===== config.mk =====
export PLATFORM = sky130hd
export DESIGN_NAME = adc_scan_seq
export DESIGN_NICKNAME = d
export VERILOG_FILES = /design/src/rtl/adc_scan_pkg.sv /design/src/rtl/adc_cmd_build.sv /design/src/rtl/adc_spi_frame.sv /design/src/rtl/adc_seq_ctrl.sv /design/src/rtl/adc_scan_seq.sv
export SDC_FILE = /design/constraint.sdc
export NUM_CORES = 1
export LEC_CHECK = 0
export ABC_CLOCK_PERIOD_IN_PS = 2800
export BUFFER_PORTS_ARGS = -buffer_cell sky130_fd_sc_hd__clkbuf_2
export CORE_MARGIN = 2
export CORE_UTILIZATION = 40
export DETAILED_ROUTE_END_ITERATION = 8
export SLEW_MARGIN = 20
export SYNTH_ARGS = -nofsm -noshare
export SYNTH_HDL_FRONTEND = slang
export SYNTH_SLANG_ARGS = --single-unit
export TNS_END_PERCENT = 5

===== constraint.sdc =====
create_clock -name clk -period 2.8 [get_ports clk]
set_input_delay 0.42 -clock clk [delete_from_list [all_inputs] [get_ports clk]]
set_output_delay 0.42 -clock clk [all_outputs]
set_load 0.01 [all_outputs]

===== src/rtl/adc_scan_pkg.sv =====
package adc_scan_pkg;
   localparam int FRAME_W  = 16;
   localparam int WR_BIT   = 15;
   localparam int RPT_BIT  = 14;
   localparam int SEL0_BIT = 13;
   localparam int SEL_W    = 8;
   localparam int TSNS_BIT = 5;
   localparam int XREF_BIT = 2;
   localparam int TAVG_BIT = 1;
   localparam int PDN_BIT  = 0;

   typedef enum logic [3:0] {
      SQ_IDLE, SQ_CMD, SQ_FILL, SQ_READ,
      SQ_TCMD, SQ_TZERO, SQ_TWAIT, SQ_TREAD, SQ_FIN
   } seq_state_t;

   typedef enum logic [1:0] {FR_IDLE, FR_RUN, FR_GAP} frame_state_t;
endpackage


===== src/rtl/adc_cmd_build.sv =====
module adc_cmd_build
   import adc_scan_pkg::*;
#(
   parameter int NCH = 8
) (
   input  logic [NCH-1:0]     mask,
   input  logic               xref,
   output logic [FRAME_W-1:0] scan_word,
   output logic [FRAME_W-1:0] temp_word
);
   logic [SEL_W-1:0] sel_field;

   for (genvar g = 0; g < SEL_W; g++) begin : g_sel
      if (g < NCH) begin : g_used
         assign sel_field[SEL_W-1-g] = mask[g];
      end else begin : g_pad
         assign sel_field[SEL_W-1-g] = 1'b0;
      end
   end

   always_comb begin
      scan_word                          = '0;
      scan_word[WR_BIT]                  = 1'b1;
      scan_word[RPT_BIT]                 = 1'b0;
      scan_word[SEL0_BIT -: SEL_W]       = sel_field;
      scan_word[XREF_BIT]                = xref;
      scan_word[PDN_BIT]                 = 1'b0;

      temp_word                          = '0;
      temp_word[WR_BIT]                  = 1'b1;
      temp_word[TSNS_BIT]                = 1'b1;
      temp_word[TAVG_BIT]                = 1'b1;
      temp_word[XREF_BIT]                = xref;
   end
endmodule


===== src/rtl/adc_spi_frame.sv =====
module adc_spi_frame
   import adc_scan_pkg::*;
#(
   parameter int CLK_DIV = 2,
   parameter int CS_GAP  = 2
) (
   input  logic               clk,
   input  logic               rst_n,
   input  logic               go,
   input  logic [FRAME_W-1:0] tx_word,
   input  logic               miso,
   output logic               sclk,
   output logic               cs_n,
   output logic               mosi,
   output logic               fdone,
   output logic [FRAME_W-1:0] rx_word
);
   localparam int DIV_W   = $clog2(CLK_DIV) + 1;
   localparam int GAP_CYC = CS_GAP * 2 * CLK_DIV;
   localparam int GAP_W   = $clog2(GAP_CYC) + 1;
   localparam int EDGES   = 2 * FRAME_W;
   localparam int EDGE_W  = $clog2(EDGES) + 1;

   frame_state_t       st_q;
   logic [DIV_W-1:0]   div_q;
   logic [EDGE_W-1:0]  edge_q;
   logic [GAP_W-1:0]   gap_q;
   logic [FRAME_W-1:0] tx_q, rx_q;

   always_ff @(posedge clk or negedge rst_n) begin
      if (!rst_n) begin
         st_q   <= FR_IDLE;
         sclk   <= 1'b0;
         cs_n   <= 1'b1;
         div_q  <= '0;
         edge_q <= '0;
         gap_q  <= '0;
         tx_q   <= '0;
         rx_q   <= '0;
         fdone  <= 1'b0;
      end else begin
         fdone <= 1'b0;
         case (st_q)
            FR_IDLE: if (go) begin
               tx_q   <= tx_word;
               cs_n   <= 1'b0;
               div_q  <= '0;
               edge_q <= '0;
               st_q   <= FR_RUN;
            end
            FR_RUN: begin
               if (div_q == DIV_W'(CLK_DIV - 1)) begin
                  div_q <= '0;
                  if (edge_q == EDGE_W'(EDGES)) begin
                     cs_n  <= 1'b1;
                     gap_q <= '0;
                     st_q  <= FR_GAP;
                  end else begin
                     sclk   <= ~sclk;
                     edge_q <= edge_q + 1'b1;
                     if (!sclk) begin
                        if (edge_q != '0) tx_q <= tx_q << 1;
                     end else begin
                        rx_q <= {rx_q[FRAME_W-2:0], miso};
                     end
                  end
               end else begin
                  div_q <= div_q + 1'b1;
               end
            end
            FR_GAP: begin
               if (gap_q == GAP_W'(GAP_CYC - 1)) begin
                  fdone <= 1'b1;
                  st_q  <= FR_IDLE;
               end else begin
                  gap_q <= gap_q + 1'b1;
               end
            end
            default: st_q <= FR_IDLE;
         endcase
      end
   end

   assign mosi    = ~cs_n & tx_q[FRAME_W-1];
   assign rx_word = rx_q;
endmodule


===== src/rtl/adc_seq_ctrl.sv =====
module adc_seq_ctrl
   import adc_scan_pkg::*;
#(
   parameter int NCH       = 8,
   parameter int RW        = 12,
   parameter int TEMP_WAIT = 10100
) (
   input  logic                       clk,
   input  logic                       rst_n,
   input  logic                       scan_start,
   input  logic                       temp_start,
   input  logic [NCH-1:0]             mask,
   input  logic [FRAME_W-1:0]         scan_word,
   input  logic [FRAME_W-1:0]         temp_word,
   input  logic                       fdone,
   input  logic [FRAME_W-1:0]         rx_word,
   output logic                       go,
   output logic [FRAME_W-1:0]         tx_word,
   output logic                       busy,
   output logic                       done,
   output logic [$clog2(NCH+1)-1:0]   valid_count,
   output logic [NCH*RW-1:0]          results,
   output logic [FRAME_W-1:0]         temp_out
);
   localparam int CNT_W  = $clog2(NCH + 1);
   localparam int WAIT_W = $clog2(TEMP_WAIT) + 1;

   seq_state_t        st_q;
   logic [CNT_W-1:0]  pos_q;
   logic [WAIT_W-1:0] wait_q;
   logic [CNT_W-1:0]  ones;
   logic              clr_res, wr_res;
   logic              unused_hi;

   always_comb begin
      ones = '0;
      for (int i = 0; i < NCH; i++) ones = ones + CNT_W'(mask[i]);
   end

   assign clr_res   = (st_q == SQ_IDLE) && scan_start;
   assign wr_res    = (st_q == SQ_READ) && fdone;
   assign busy      = (st_q != SQ_IDLE);
   assign unused_hi = ^rx_word[FRAME_W-1:RW];

   always_ff @(posedge clk or negedge rst_n) begin
      if (!rst_n) begin
         st_q        <= SQ_IDLE;
         pos_q       <= '0;
         wait_q      <= '0;
         go          <= 1'b0;
         tx_word     <= '0;
         done        <= 1'b0;
         valid_count <= '0;
         temp_out    <= '0;
      end else begin
         go   <= 1'b0;
         done <= 1'b0;
         case (st_q)
            SQ_IDLE: begin
               if (scan_start) begin
                  valid_count <= ones;
                  pos_q       <= '0;
                  if (ones == '0) begin
                     st_q <= SQ_FIN;
                  end else begin
                     tx_word <= scan_word;
                     go      <= 1'b1;
                     st_q    <= SQ_CMD;
                  end
               end else if (temp_start) begin
                  tx_word <= temp_word;
                  go      <= 1'b1;
                  st_q    <= SQ_TCMD;
               end
            end
            SQ_CMD: if (fdone) begin
               tx_word <= '0;
               go      <= 1'b1;
               st_q    <= SQ_FILL;
            end
            SQ_FILL: if (fdone) begin
               go   <= 1'b1;
               st_q <= SQ_READ;
            end
            SQ_READ: if (fdone) begin
               pos_q <= pos_q + 1'b1;
               if (pos_q == valid_count - 1'b1) st_q <= SQ_FIN;
               else go <= 1'b1;
            end
            SQ_TCMD: if (fdone) begin
               tx_word <= '0;
               go      <= 1'b1;
               st_q    <= SQ_TZERO;
            end
            SQ_TZERO: if (fdone) begin
               wait_q <= '0;
               st_q   <= SQ_TWAIT;
            end
            SQ_TWAIT: begin
               if (wait_q == WAIT_W'(TEMP_WAIT - 1)) begin
                  go   <= 1'b1;
                  st_q <= SQ_TREAD;
               end else begin
                  wait_q <= wait_q + 1'b1;
               end
            end
            SQ_TREAD: if (fdone) begin
               temp_out <= {{(FRAME_W-RW){rx_word[RW-1]}}, rx_word[RW-1:0]};
               st_q     <= SQ_FIN;
            end
            SQ_FIN: begin
               done <= 1'b1;
               st_q <= SQ_IDLE;
            end
            default: st_q <= SQ_IDLE;
         endcase
      end
   end

   for (genvar e = 0; e < NCH; e++) begin : g_slot
      logic [RW-1:0] slot_q;
      always_ff @(posedge clk or negedge rst_n) begin
         if (!rst_n)                                  slot_q <= '0;
         else if (clr_res)                            slot_q <= '0;
         else if (wr_res && pos_q == CNT_W'(e))       slot_q <= rx_word[RW-1:0];
      end
      assign results[e*RW +: RW] = slot_q;
   end
endmodule


===== src/rtl/adc_scan_seq.sv =====
module adc_scan_seq
   import adc_scan_pkg::*;
#(
   parameter int NCH       = 8,
   parameter int RW        = 12,
   parameter int CLK_DIV   = 2,
   parameter int CS_GAP    = 2,
   parameter int TEMP_WAIT = 10100
) (
   input  logic                     clk,
   input  logic                     rst_n,
   input  logic                     scan_start,
   input  logic                     temp_start,
   input  logic [NCH-1:0]           chan_mask,
   input  logic                     ext_ref,
   input  logic                     miso,
   output logic                     sclk,
   output logic                     cs_n,
   output logic                     mosi,
   output logic                     busy,
   output logic                     done,
   output logic [$clog2(NCH+1)-1:0] valid_count,
   output logic [NCH*RW-1:0]        results,
   output logic [FRAME_W-1:0]       temp_out
);
   if (NCH < 1 || NCH > SEL_W) begin : g_bad_nch
      $error("adc_scan_seq: NCH must be 1..8");
   end
   if (RW < 2 || RW >= FRAME_W) begin : g_bad_rw
      $error("adc_scan_seq: RW must be 2..15");
   end
   if (CLK_DIV < 1 || CS_GAP < 1 || TEMP_WAIT < 1) begin : g_bad_tim
      $error("adc_scan_seq: timing parameters must be positive");
   end

   logic [FRAME_W-1:0] scan_word, temp_word, tx_word, rx_word;
   logic               go, fdone;

   adc_cmd_build #(.NCH(NCH)) cmd_i (
      .mask      (chan_mask),
      .xref      (ext_ref),
      .scan_word (scan_word),
      .temp_word (temp_word)
   );

   adc_seq_ctrl #(.NCH(NCH), .RW(RW), .TEMP_WAIT(TEMP_WAIT)) ctrl_i (
      .clk         (clk),
      .rst_n       (rst_n),
      .scan_start  (scan_start),
      .temp_start  (temp_start),
      .mask        (chan_mask),
      .scan_word   (scan_word),
      .temp_word   (temp_word),
      .fdone       (fdone),
      .rx_word     (rx_word),
      .go          (go),
      .tx_word     (tx_word),
      .busy        (busy),
      .done        (done),
      .valid_count (valid_count),
      .results     (results),
      .temp_out    (temp_out)
   );

   adc_spi_frame #(.CLK_DIV(CLK_DIV), .CS_GAP(CS_GAP)) frame_i (
      .clk     (clk),
      .rst_n   (rst_n),
      .go      (go),
      .tx_word (tx_word),
      .miso    (miso),
      .sclk    (sclk),
      .cs_n    (cs_n),
      .mosi    (mosi),
      .fdone   (fdone),
      .rx_word (rx_word)
   );
endmodule


==> results.md, run 1 <==
- The count of antenna diodes in the layout is 0.
- The share of total power in the clock network is 45.4%.
- The share of power burned in registers is 51.3%.
- For this block, the initial DRC count from the detailed router was 379.
- The share of final-layout standard cells stronger than drive strength 1 is 25.27%.
- The via count of the first global-routing pass came to 6381.
- Port buffering added 134 buffers.
- The number of placed I/O pins is 135.
- The biggest cell delay along the critical path is 540 ps.
- For this run the aggregate overflow at the end of global routing stands at 0.
- The cell count after synthesis came out at 866.
- The total core area is 0.02109 sq mm.
- The synthesized area per cell is 9.973 sq um.
- After the last flow step, the layout net total stands at 1018.
- The total internal power is 0.004113 W.
- TritonCTS built the clock tree.
- The worst-case hold path end point is ctrl_i.tx_word[10].
- Final hold analysis gives a worst-case slack of 226.5 ps.
- The count of nets left with antenna violations once routing finished came out at 0.
- The logic gate share of total power is 3.3%.
- Ranked by instance count, the synthesized netlist is headed by sky130_fd_sc_hd__dfrtp_1, sky130_fd_sc_hd__nand2_1, sky130_fd_sc_hd__a21oi_1.
- The power per cell area is 519.7 mW/mm^2.
- Sequential elements use 55.64% of the synthesized area.
- The switching power total is 0.001288 W.
- The die covers 0.02278 sq mm.
- Measured along the x axis, the die boundary spans 150.9 um.
- Entering global routing, the biggest net connects 67 pins.
- Once the floorplan was initialized, standard cells occupied 40.96% of the core.
- The filler-free cell count of the finished design is 1276.
- The floorplan row count is 53.
- The number of different library cells used by synthesis comes to 58.
- STA classifies the critical path startpoint as an input port.
- In this run the biggest area consumer among cell types represents 55.34% of the synthesized area.
- The top fanout value on the critical path is 4.
- The critical path goes through buf_2, ha_4, inv_1, fa_1, fa_1, fa_2, fa_2, and3_4, a31oi_4, or3b_4, o21ai_1.
- For the worst setup path, the data required time is 3160 ps.
- Counting both buffers and inverters, the worst setup path holds a total of 2.
- The cell family contributing the most delay on the critical path is adder cells.
- The die span in y is 150.9 um.
- The global-route wire length before repair is 35100 um.
- The number of fill cells in the layout is 2020.
- The final hold violation count is 0.
- The slew at the pin with the worst max-slew slack is 676.6 ps.
- By area the synthesized netlist is led by sky130_fd_sc_hd__dfrtp_1, sky130_fd_sc_hd__a21oi_1, sky130_fd_sc_hd__nand2_1.
- The class of the tightest hold or removal check is input port to flop.
- In this run the cell area of the synthesized design comes to 0.008637 sq mm.
- The final routed wirelength across all metal layers is 22030 um.
- Using the TritonRoute via totals, the vias-per-cell ratio works out to 5.236.
- The cell at the root of the clock tree is sky130_fd_sc_hd__clkbuf_16.
- The slowest stage of the critical path is the sky130_fd_sc_hd__fa_2 cell.
- The flow ran to the end, but the final reports show violations.
- The total count of max-transition violations in the final report is 0.
- The routed design could run at a clock period as short as 3186 ps.
- The share of flip-flops with an asynchronous set or reset after synthesis is 100.0%.
- The worst clock skew on the final layout is 11.04 ps.
- The placer's final routability congestion estimate is 0.7827.
- The initial antenna violation count was 0.
- The storage element area is 0.004806 sq mm.
- Clock-pin slew was measured on the worst setup and hold paths at 70 ps.
- Setup repair after global routing could not meet its margin everywhere.
- For this run, design rule violations remaining after detail routing come to 0.
- The maximum clock path buffer count is 2.
- The synthesized design contains 192 register bits.
- The largest voltage drop on the vdd net is 383.0 uV.
- Headroom to the max-slew limit came out at 54.89%.
- Before CTS, the worst setup slack after placement is -937.4 ps.
- Counting tap cells, the placed design contains a total of 1241 instances.
- The number of nets in the synthesized netlist is 896.
- The worst setup path is captured at a flop.
- The number of H-tree branching levels is 4.
- The checks that failed: setup timing.
- The cell count of the worst hold path is 2.
- The total number of clock tree sinks is 192.
- In this run the critical register-to-register path is launched from ctrl_i.wait_q[0].
- The beginning of the worst hold path is chan_mask[3].
- Across the run, the number of max-cap violations was 0.
- The terminus of the critical flop-to-flop path is ctrl_i.wait_q[11].
- sky130_fd_sc_hd__dfrtp_1 takes more of the synthesized area than any other cell.
- Counting cells, the worst reg-to-reg path comes to 6.
- In this run the static leakage power is 4.887 nW.
- The most frequent cell after synthesis is sky130_fd_sc_hd__dfrtp_1.
- The critical path is of the input port to flop type.
- In the finished design, the share of the clock period the worst path needs comes to 113.8%.
- Among all flip-flop cells after synthesis, the most frequent one is sky130_fd_sc_hd__dfrtp_1.
- The final worst slack is -385.7 ps.
- For this run, the total global-route usage over all layers was measured as 19.87%.
- The post-detailed-route wirelength per cell is 17.27 um.
- The number of endpoints failing setup at the final stage is 14.
- During synthesis, Yosys emitted a total of 0 warnings.
- The total iterations of the first detailed-routing run is 5.
- The clock reaches the later pin of the worst-skew pair after 440 ps.
- The maximum clock rate is 313.9 MHz.
- The total via count in the routed design is 6681.
- Net switching is 23.85% of the power.
- For the worst setup path, the data arrival time is 3540 ps.
- The slack of the worst reg-to-reg path is 450 ps.
- Counting the buffers created by CTS gives 17.
- The multi-input combinational cells in the finished layout cover a total of 0.003508 sq mm.
- The post-detailed-placement half-perimeter wirelength is 14770 um.
- The number of enable-type register cells in the synthesized netlist is 0.
- The layout overhead on the synthesized area is 20.34%.
==> worst max path at each step <==
stage / from / end / depth (start not counted)
5_1_grt: chan_mask[0] / ctrl_i.st_q[0] / 13
4_1_cts: chan_mask[0] / ctrl_i.tx_word[5] / 11
2_1_floorplan: chan_mask[0] / ctrl_i.go / 9
6_report: chan_mask[0] / ctrl_i.tx_word[5] / 11
3_5_place_dp: chan_mask[0] / ctrl_i.tx_word[11] / 12
3_3_place_gp: chan_mask[0] / ctrl_i.tx_word[10] / 12
==> metal layers <==
metal,GRT usage [%],wire length (um)
met1,28.04,10140
met2,31.18,10450
met3,3.765,1085
met4,6.215,354
met5,0,0
==> power groups by stage <==
stage / clock [W] / sequential, W / combinational [W]
after floorplan: 0 / 0.00283 / 0.0000657
after global placement: 0 / 0.00283 / 0.000163
after detailed placement: 0 / 0.00283 / 0.000170
after CTS: 0.00252 / 0.00277 / 0.000181
after global routing: 0.00264 / 0.00277 / 0.000201
final: 0.00245 / 0.00277 / 0.000176
==> repair_timing <==
action | 4_1_cts | 5_1_grt
hold buffers | 1 | 0
setup endpoints to repair | 14 | 15
pin swaps | 5 | 0
hold endpoints to repair | 6 | 0
setup buffers | 2 | 0
resized for setup | 3 | 2
==> flip-flops by register name (all words and copies together) (netlist names), 2 cells and up <==
signal and cells:
ctrl_i.g_slot.slot_q 96, ctrl_i.wait_q 15, frame_i.tx_q 15, ctrl_i.temp_out 12, frame_i.rx_word 12, ctrl_i.tx_word 11, frame_i.edge_q 6, ctrl_i.pos_q 4
ctrl_i.st_q 4, ctrl_i.valid_count 4, frame_i.gap_q 4, frame_i.div_q 2, frame_i.st_q 2
==> final cells by class <==
class                      instances  share of cell area, %
sequential                       192                  46.24
multi-input combinational        577                  33.75
timing repair buffer             176                  10.08
clock buffer                      17                  4.093
tap                              275                  3.310
clock inverter                    15                  1.661
inverter                          24                 0.8667
==> kinds of logic (layout without fill, tap and decap cells) <==
logic type | Yosys count | in the layout | share of synthesized area (%)
and+or+nand+nor | 328 | 328 | 18.15
xor gates and xnor gates | 25 | 25 | 2.694
AOI/OAI and AO/OA | 170 | 170 | 11.53
DFF | 192 | 192 | 55.64
muxes | 38 | 38 | 4.766
buffers and inverters | 97 | 232 | 4.549
adders and majority gates | 16 | 16 | 2.665
==> layout by cell type, fill, tap and decap left out, drive strengths merged, types with 4 or more instances in the layout <==
cell      n
a22o     14
nand3   101
clkinv    6
fa        4
or3       6
mux2i    13
nand2b    5
nor2b     6
dfrtp   191
and3      5
mux2     25
a21oi   106
o21ai    30
inv      32
xnor2     6
ha       12
clkbuf  150
xor2     18
buf      42
nor3      6
nand4     8
nor2     30
nand2   137
==> per-stage QoR <==
step                      power [W]  utilization, %  instance area (sq um)  setup TNS, ps
after floorplan            0.002893               -                   8667          -8012
after global placement     0.002990           46.21                   9746         -11740
after detailed placement   0.002996           46.21                   9746         -13150
after CTS                  0.005470           49.23                  10380          -4477
after global routing       0.005609           49.29                  10390          -5614
final                      0.005401           49.29                  10390          -4682
No activity file was read; power rests on OpenSTA's default activity.
==> inputs of run 2 (changes only) <==
Settings changed: ABC_AREA set to 1, SYNTH_HIERARCHICAL set to 1.
==> run 2 against run 1 <==
  * The run ends with hold timing, setup timing left
  * Clock skew increased by 6.1 ps
  * Design area is 6.2% higher
  * Fmax up 2.3%
  * Combinational power rose to 21 times the previous value
  * Non-clock buffer count decreased by 23
  * Die area increased by 12%
  * Via count rose by 9.7%
  * Sequential power increased by 54%
  * Clock power barely moved
  * Synthesized cell count increased by 28%
  * Worst setup slack better by 72 ps
  * Total power is 93% higher
  * Largest power group unchanged
==> results.md, run 2 <==
- The number of fill cells in the layout was 2320 (+15%).
- The number of H-tree branching levels is 4 (unchanged).
- The initial antenna violation count is 0 (unchanged).
- The total core area is 0.02361 sq mm (+12%).
- The relative slew slack is 52.16% (-2.7 points).
- The yosys synthesis warning count is 6 (+6).
- The worst hold slack after final layout came to -18.89 ps (-245.3 ps).
- The number of placed I/O pins is 135 (unchanged).
- The data arrival time of the worst path is 3490 ps (-50 ps).
- The largest net degree at the start of global routing was 74 (+10%).
- The buffers plus inverters on the worst setup path is 6 (+4).
- The final routed wirelength across all metal layers is 21890 um (-0.67%).
- The multi-input logic area was 0.003961 sq mm (+13%).
- The instance count of the mapped netlist is 1109 (+28%).
- The category of the worst setup path capture point is a flop.
- The maximum clock path buffer count came to 2 (unchanged).
- The met2 global-route usage is 26.64% (-4.5 points).
- Setup repair after global routing could not meet its margin everywhere.
- The placer's final routability congestion estimate is 0.8102 (+3.5%).
- The final hold violation count is 12 (+12).
- The total count of max-transition violations in the final report is 0 (unchanged).
- The fraction of met3 tracks used by global routing is 2.917% (-0.85 points).
- The biggest cell delay along the critical path is 540 ps (about the same).
- The top fanout value on the critical path is 16 (+12).
- The flow ran to the end, but the final reports show violations.
- The post-route fraction of the period consumed by the critical path is 111.2% (-2.6 points).
- The met1 track demand over resource is 25.89% (-2.1 points).
- The busiest metal layer after global routing is met2.
- The post-detailed-placement half-perimeter wirelength is 15420 um (+4.4%).
- The startpoint class of the critical path is an input port.
- The critical path required time is 3170 ps (about the same).
- The worst clock skew on the final layout is 17.15 ps (+6.110 ps).
- The die span in y is 159.5 um (+5.7%).
- The checks that failed: hold timing, setup timing.
- The final net count is 1259 (+24%).
- The cell repeated most along the worst path is sky130_fd_sc_hd__fa_1.
- The share of final-layout standard cells stronger than drive strength 1 is 24.24% (-1.0 points).
- The layout overhead on the synthesized area is 14.11%.
- The number of endpoints failing setup at the final stage is 19 (+5).
- The synthesized area per cell was 8.723 sq um (-13%).
- In the layout the commonest cells are sky130_fd_sc_hd__nand2_1, sky130_fd_sc_hd__dfrtp_1, sky130_fd_sc_hd__clkbuf_2.
- The worst setup timing slack at the placement stage is -790.7 ps (+146.7 ps).
- The worst register-to-register path begins at ctrl_i/st_q[3].
- The die boundary width came to 159.5 um (+5.7%).
- The TritonCTS clock tree is yes.
- The clock edge transition at the registers on the reported setup and hold paths is 80 ps (about the same).
- The number of max-cap violations was 0 (unchanged).
- The post-detailed-route wirelength per cell is 14.02 um (-19%).
- The kind of cell with the highest combined delay along the critical path is adder cells.
- The class of the tightest hold or removal check is input port to async pin.
- The netlist area before placement is 0.009674 sq mm (+12%).
- The slack of the worst reg-to-reg path is 850 ps (+400 ps).
- The number of antenna-violating nets in the routed design came to 0 (unchanged).
- The largest registers in the layout are ctrl_i/g_slot.slot_q (96), ctrl_i/tx_word (16), frame_i/tx_q (16).
- The total iterations of the first detailed-routing run was 5 (unchanged).
- The total via count in the routed design came to 7329 (+9.7%).
- The initial standard-cell utilization of the core came to 40.97% (about the same).
- The number of DRC markers in iteration 0 is 597 (+58%).
- The die footprint came to 0.02545 sq mm (+12%).
- The static leakage is 5.838 nW (+19%).
- The global-route wire length before repair was 36110 um (+2.9%).
- The port buffer count came to 134 (unchanged).
- The sum of overflow across all layers after global routing is 0 (unchanged).
- The maximum clock rate was 321.1 MHz (+2.3%).
- The worst-skew pair later-pin latency is 440 ps (about the same).
- The count of antenna diodes in the layout is 0 (unchanged).
- The tree is rooted in a sky130_fd_sc_hd__clkbuf_16.
- The class of the most critical setup path is input port to flop.
- The signal on the critical path passes through clkbuf_2, fa_1, inv_1, fa_1, fa_1, inv_1, ha_2, inv_2, fa_1, inv_2, nor2_4, nand4_1, nand3_2, buf_12, nand2_1, nand2_1.
- ctrl_i/g_slot.slot_q holds more flip-flops than any other register.
- The storage element area is 0.004956 sq mm (+3.1%).
- The largest voltage drop on the vdd net is 411.9 uV (+7.5%).
- The detailed-route DRC error count is 0 (unchanged).
- The number of buffers created by CTS is 17 (unchanged).
- The final worst slack is -314.1 ps (+71.60 ps).
- The detail-routed via count per cell is 4.695 (-10%).
- The floorplan row count is 56 (+5.7%).
- The terminus of the critical flop-to-flop path is ctrl_i/wait_q[4].
- The cell depth of the worst flop-to-flop path was 10 (+4).
- The minimum period implied by the final worst setup slack is 3114 ps (-71.59 ps).
- The flip-flop count of the largest register, all copies and words added came to 96 (unchanged).
- The aggregate global-route resource usage was 17.64% (-2.2 points).
- The power per cell area is 944.4 mW/mm^2 (+82%).
- The total number of clock tree sinks came to 198 (+3.1%).
- The via count of the first global-routing pass was 6719 (+5.3%).
- The utilization after layout came to 46.75% (-2.5 points).
- The slew at the pin with the worst max-slew slack is 715.5 ps (+38.90 ps).
- The cell type of the slowest stage on the worst timing path is sky130_fd_sc_hd__fa_1.
- The library cell used most frequently in the layout, excluding fill and tap cells, is sky130_fd_sc_hd__nand2_1.
==> run 2: how the worst max path moves through the flow <==
stage / start / to / slack, ps / cells past startpoint
final: chan_mask[0] / ctrl_i/tx_word[10] / -310 / 16
after global routing: chan_mask[0] / ctrl_i/tx_word[10] / -450 / 16
after CTS: chan_mask[0] / ctrl_i/tx_word[10] / -320 / 16
after detailed placement: chan_mask[0] / ctrl_i/tx_word[10] / -790 / 16
after global placement: chan_mask[0] / ctrl_i/go / -730 / 16
after floorplan: chan_mask[0] / ctrl_i/tx_word[1] / -570 / 16
==> run 2: timing repair <==
action                     in CTS  in global routing
cloned                          0                  1
pin swaps                       2                  7
setup endpoints to repair      19                 21
gates resized for setup         1                 10
buffers inserted                0                  2
hold buffers                    0                  0
==> run 2: stage by stage <==
step           cells  TNS [ps]  hold WS (ps)  power [W]  area [sq um]
6_report        1561     -5672        -18.89    0.01043         11040
5_1_grt         1561     -8051         32.38    0.01119         11040
4_1_cts         1558     -5695         3.836    0.01045         10980
3_5_place_dp    1526    -15670         460.0   0.007986         10380
3_3_place_gp    1526    -13850         456.2   0.007925         10380
2_1_floorplan   1129     -9627         124.4   0.006719          9758
==> run 2: metal layers <==
metal  share of wire, %  vias up
met5                  0        -
met1                 50     3433
li1                   -     3707
met4                1.5        0
met2                 44      171
met3                3.7       18
==> run 2: report_power, final <==
part	switching (W)	internal, W
clock network	0.00123	0.00121
registers	0.000568	0.00369
logic	0.00237	0.00136
total	0.00416	0.00626
==> run 2: cell type report <==
cell class / count / area share, %
repair buffers: 153 / 7.707
inverters: 71 / 2.459
clock inverters: 15 / 1.587
flip-flops and latches: 198 / 44.89
multi-input cells: 788 / 35.88
clock buffers: 17 / 3.854
well taps: 319 / 3.616
==> inputs of run 3 (changes only) <==
Settings changed: CORE_UTILIZATION 40 to 39, GPL_ROUTABILITY_DRIVEN set to 0.
==> run 3 against run 2 <==
  * The flow finishes with violations (setup timing)
  * Fmax is 1.9% higher
  * Non-clock buffer count is 2 lower
  * Die area is 2.5% higher
  * Utilization is 1.3 points lower
  * Sequential power hardly changed
  * Critical endpoint is now ctrl_i/tx_word[2]
  * Largest cell class unchanged
==> results.md, run 3 (synthesized netlist as in run 2, its figures left out) <==
- The class of the tightest hold or removal check is input port to flop.
- The minimum period implied by the final worst setup slack came to 3055 ps (-59.39 ps).
- The final worst slack is -254.7 ps (+59.39 ps).
- The global-route wire length before repair came to 36630 um (+1.4%).
- The final routed wirelength across all metal layers is 21900 um (about the same).
- The buffers plus inverters on the worst setup path was 5 (-1).
- The library cells used most frequently in the layout, excluding fill and tap cells, are sky130_fd_sc_hd__nand2_1, sky130_fd_sc_hd__dfrtp_1, sky130_fd_sc_hd__clkbuf_2.
- The clock edge transition at the registers on the reported setup and hold paths is 80 ps (about the same).
- Leaving out fill and tap cells, the most frequent cell in the layout is sky130_fd_sc_hd__nand2_1.
- The floorplan row count is 57 (+1.8%).
- The setup TNS is -4468 ps (+1204 ps).
- The worst clock skew on the final layout is 17.15 ps (+0.0009000 ps).
- The initial antenna violation count is 0 (unchanged).
- The largest net degree at the start of global routing was 66 (-11%).
- The total number of clock tree sinks is 198 (unchanged).
- The largest voltage drop on the vdd net came to 400.5 uV (-2.8%).
- The post-route fraction of the period consumed by the critical path is 109.1% (-2.1 points).
- The count of antenna diodes in the layout was 0 (unchanged).
- The aggregate global-route resource usage is 17.55% (-0.085 points).
- The via count of the first global-routing pass came to 6862 (+2.1%).
- The total core area is 0.02432 sq mm (+3.0%).
- The flip-flop count of the largest register, all copies and words added is 96 (unchanged).
- The total design power was 0.01048 W (+0.50%).
- The total iterations of the first detailed-routing run is 4 (-1).
- The startpoint class of the critical path is an input port.
- The die span in y was 161.5 um (+1.2%).
- The total count of max-transition violations in the final report is 0 (unchanged).
- Counting flops per register, the top entry is ctrl_i/g_slot.slot_q.
- The relative slew slack is 54.37% (+2.2 points).
- The port buffer count is 134 (unchanged).
- The number of buffers created by CTS was 17 (unchanged).
- The final net count was 1257 (-0.16%).
- Among all stages on the critical path, the largest delay is contributed by sky130_fd_sc_hd__fa_1.
- Setup repair after global routing could not meet its margin everywhere.
- The maximum clock rate is 327.4 MHz (+1.9%).
- The number of placed I/O pins is 135 (unchanged).
- The detailed-route DRC error count is 0 (unchanged).
- The data arrival time of the worst path was 3390 ps (-100 ps).
- The maximum clock path buffer count is 2 (unchanged).
- The number of setup buffers added after CTS was 0 (unchanged).
- The static leakage came to 5.839 nW (about the same).
- The number of max-cap violations was 0 (unchanged).
- The TritonCTS clock tree is yes.
- The share of final-layout standard cells stronger than drive strength 1 is 23.63% (-0.61 points).
- The cell family contributing the most delay on the critical path is adder cells.
- The final hold violation count is 0 (-12).
- The layout overhead on the synthesized area is 14.17% (about the same).
- The post-detailed-placement half-perimeter wirelength is 15560 um (+0.94%).
- The number of antenna-violating nets in the routed design came to 0 (unchanged).
- The worst-skew pair later-pin latency was 450 ps (about the same).
- The sum of overflow across all layers after global routing was 0 (unchanged).
- The initial standard-cell utilization of the core was 39.78% (-1.2 points).
- The number of DRC markers in iteration 0 was 649 (+8.7%).
- The biggest cell delay along the critical path is 530 ps (about the same).
- The total via count in the routed design is 7217 (-1.5%).
- The detail-routed via count per cell is 4.614 (-1.7%).
- The top fanout value on the critical path came to 7 (-9).
- The die boundary width is 161.5 um (+1.2%).
- The critical path is of the input port to flop type.
- The power per cell area is 948.5 mW/mm^2 (+0.44%).
- The post-detailed-route wirelength per cell is 14.01 um (-0.11%).
- The die footprint is 0.02608 sq mm (+2.5%).
- The number of endpoints failing setup at the final stage is 19 (unchanged).
- The critical path required time is 3130 ps (-40 ps).
- The signal on the critical path passes through clkbuf_2, fa_1, inv_1, fa_1, fa_1, inv_1, ha_1, inv_1, fa_1, inv_1, nor2_2, nand3_1, nand2_2, o21ai_2, nand2_1, nand2_1.
- The checks that failed: setup timing.
- The largest registers in the layout are ctrl_i/g_slot.slot_q (96), ctrl_i/tx_word (16), frame_i/tx_q (16).
- The number of H-tree branching levels is 4 (unchanged).
- The slew at the pin with the worst max-slew slack is 682.6 ps (-32.94 ps).
- STA classifies the critical path endpoint as a flop.
- The flow ran to the end, but the final reports show violations.
- The cell at the root of the clock tree is sky130_fd_sc_hd__clkbuf_16.
==> run 3: changes by cell type in the layout (fill, tap and decap cells not counted), sizes merged <==
| cell | delta |
|---|---|
| buf | -3 |
| bufinv | +1 |
| clkinv | -1 |
| dlygate4sd3 | +1 |
==> run 3: per-stage QoR <==
stage                     hold slack (ps)  utilization, %  worst slack [ps]  instances  cell area [sq um]
after floorplan                     124.4               -            -568.6       1129               9758
after global placement              456.2           42.73            -733.6       1530              10390
after CTS                           227.2           45.38            -279.0       1564              11040
after global routing                245.2           45.42            -455.8       1564              11050
after detailed placement            459.4           42.73            -768.3       1530              10390
final                               256.0           45.42            -254.7       1564              11050
==> run 3: final timing paths <==
path / from / to / slack [ps] / depth (start not counted)
max: chan_mask[0] / ctrl_i/tx_word[2] / -250 / 16
min: miso / frame_i/rx_word[0] / 260 / 3
max reg2reg: ctrl_i/st_q[3] / ctrl_i/wait_q[4] / 850 / 10
min reg2reg: frame_i/tx_q[1] / frame_i/tx_q[1] / 480 / 2
max in group asynchronous: rst_n / ctrl_i/wait_q[4] / 1510 / 3
min in group asynchronous: rst_n / ctrl_i/g_slot[7].slot_q[11] / 530 / 2
==> run 3: power by group <==
part	internal, W	switching [W]
registers	0.00369	0.000532
clock network	0.00130	0.00124
logic	0.00133	0.00238
==> run 3: layout make-up <==
type / instances / area, sq um
Tap cell: 324 / 405.4
Fill cell: 2396 / 13270
Multi-Input combinational cell: 788 / 3941
Inverter: 71 / 271.5
Clock buffer: 17 / 425.4
Clock inverter: 15 / 198.9
Sequential cell: 198 / 4956
Timing Repair Buffer: 151 / 847.1
==> run 3: timing repair <==
action	4_1_cts	5_1_grt
pin swaps	3	2
endpoints found under the hold margin	37	0
gates cloned	1	0
setup endpoints to repair	19	19
hold buffers	1	0
resized for setup	0	2
==> run 3: worst register-to-register path, stage by stage, from the launching register on <==
cell and delay [ps]:
sky130_fd_sc_hd__dfrtp_1 430, sky130_fd_sc_hd__inv_1 120, sky130_fd_sc_hd__nand2_2 110, sky130_fd_sc_hd__inv_2 80, sky130_fd_sc_hd__nand2_2 100, sky130_fd_sc_hd__inv_4 140, sky130_fd_sc_hd__nand2_1 80, sky130_fd_sc_hd__nand2_1 480
sky130_fd_sc_hd__inv_2 150, sky130_fd_sc_hd__nand2_1 90, sky130_fd_sc_hd__nand2_1 50
==> run 3: per-layer routing <==
metal / vias to the layer above / global-route usage, % / part of all wire (%)
li1: 3710 / - / -
met1: 3345 / 25.28 / 51
met2: 150 / 27.18 / 44
met3: 12 / 2.979 / 4.4
met4: 0 / 5.317 / 1.1
met5: - / 0 / 0
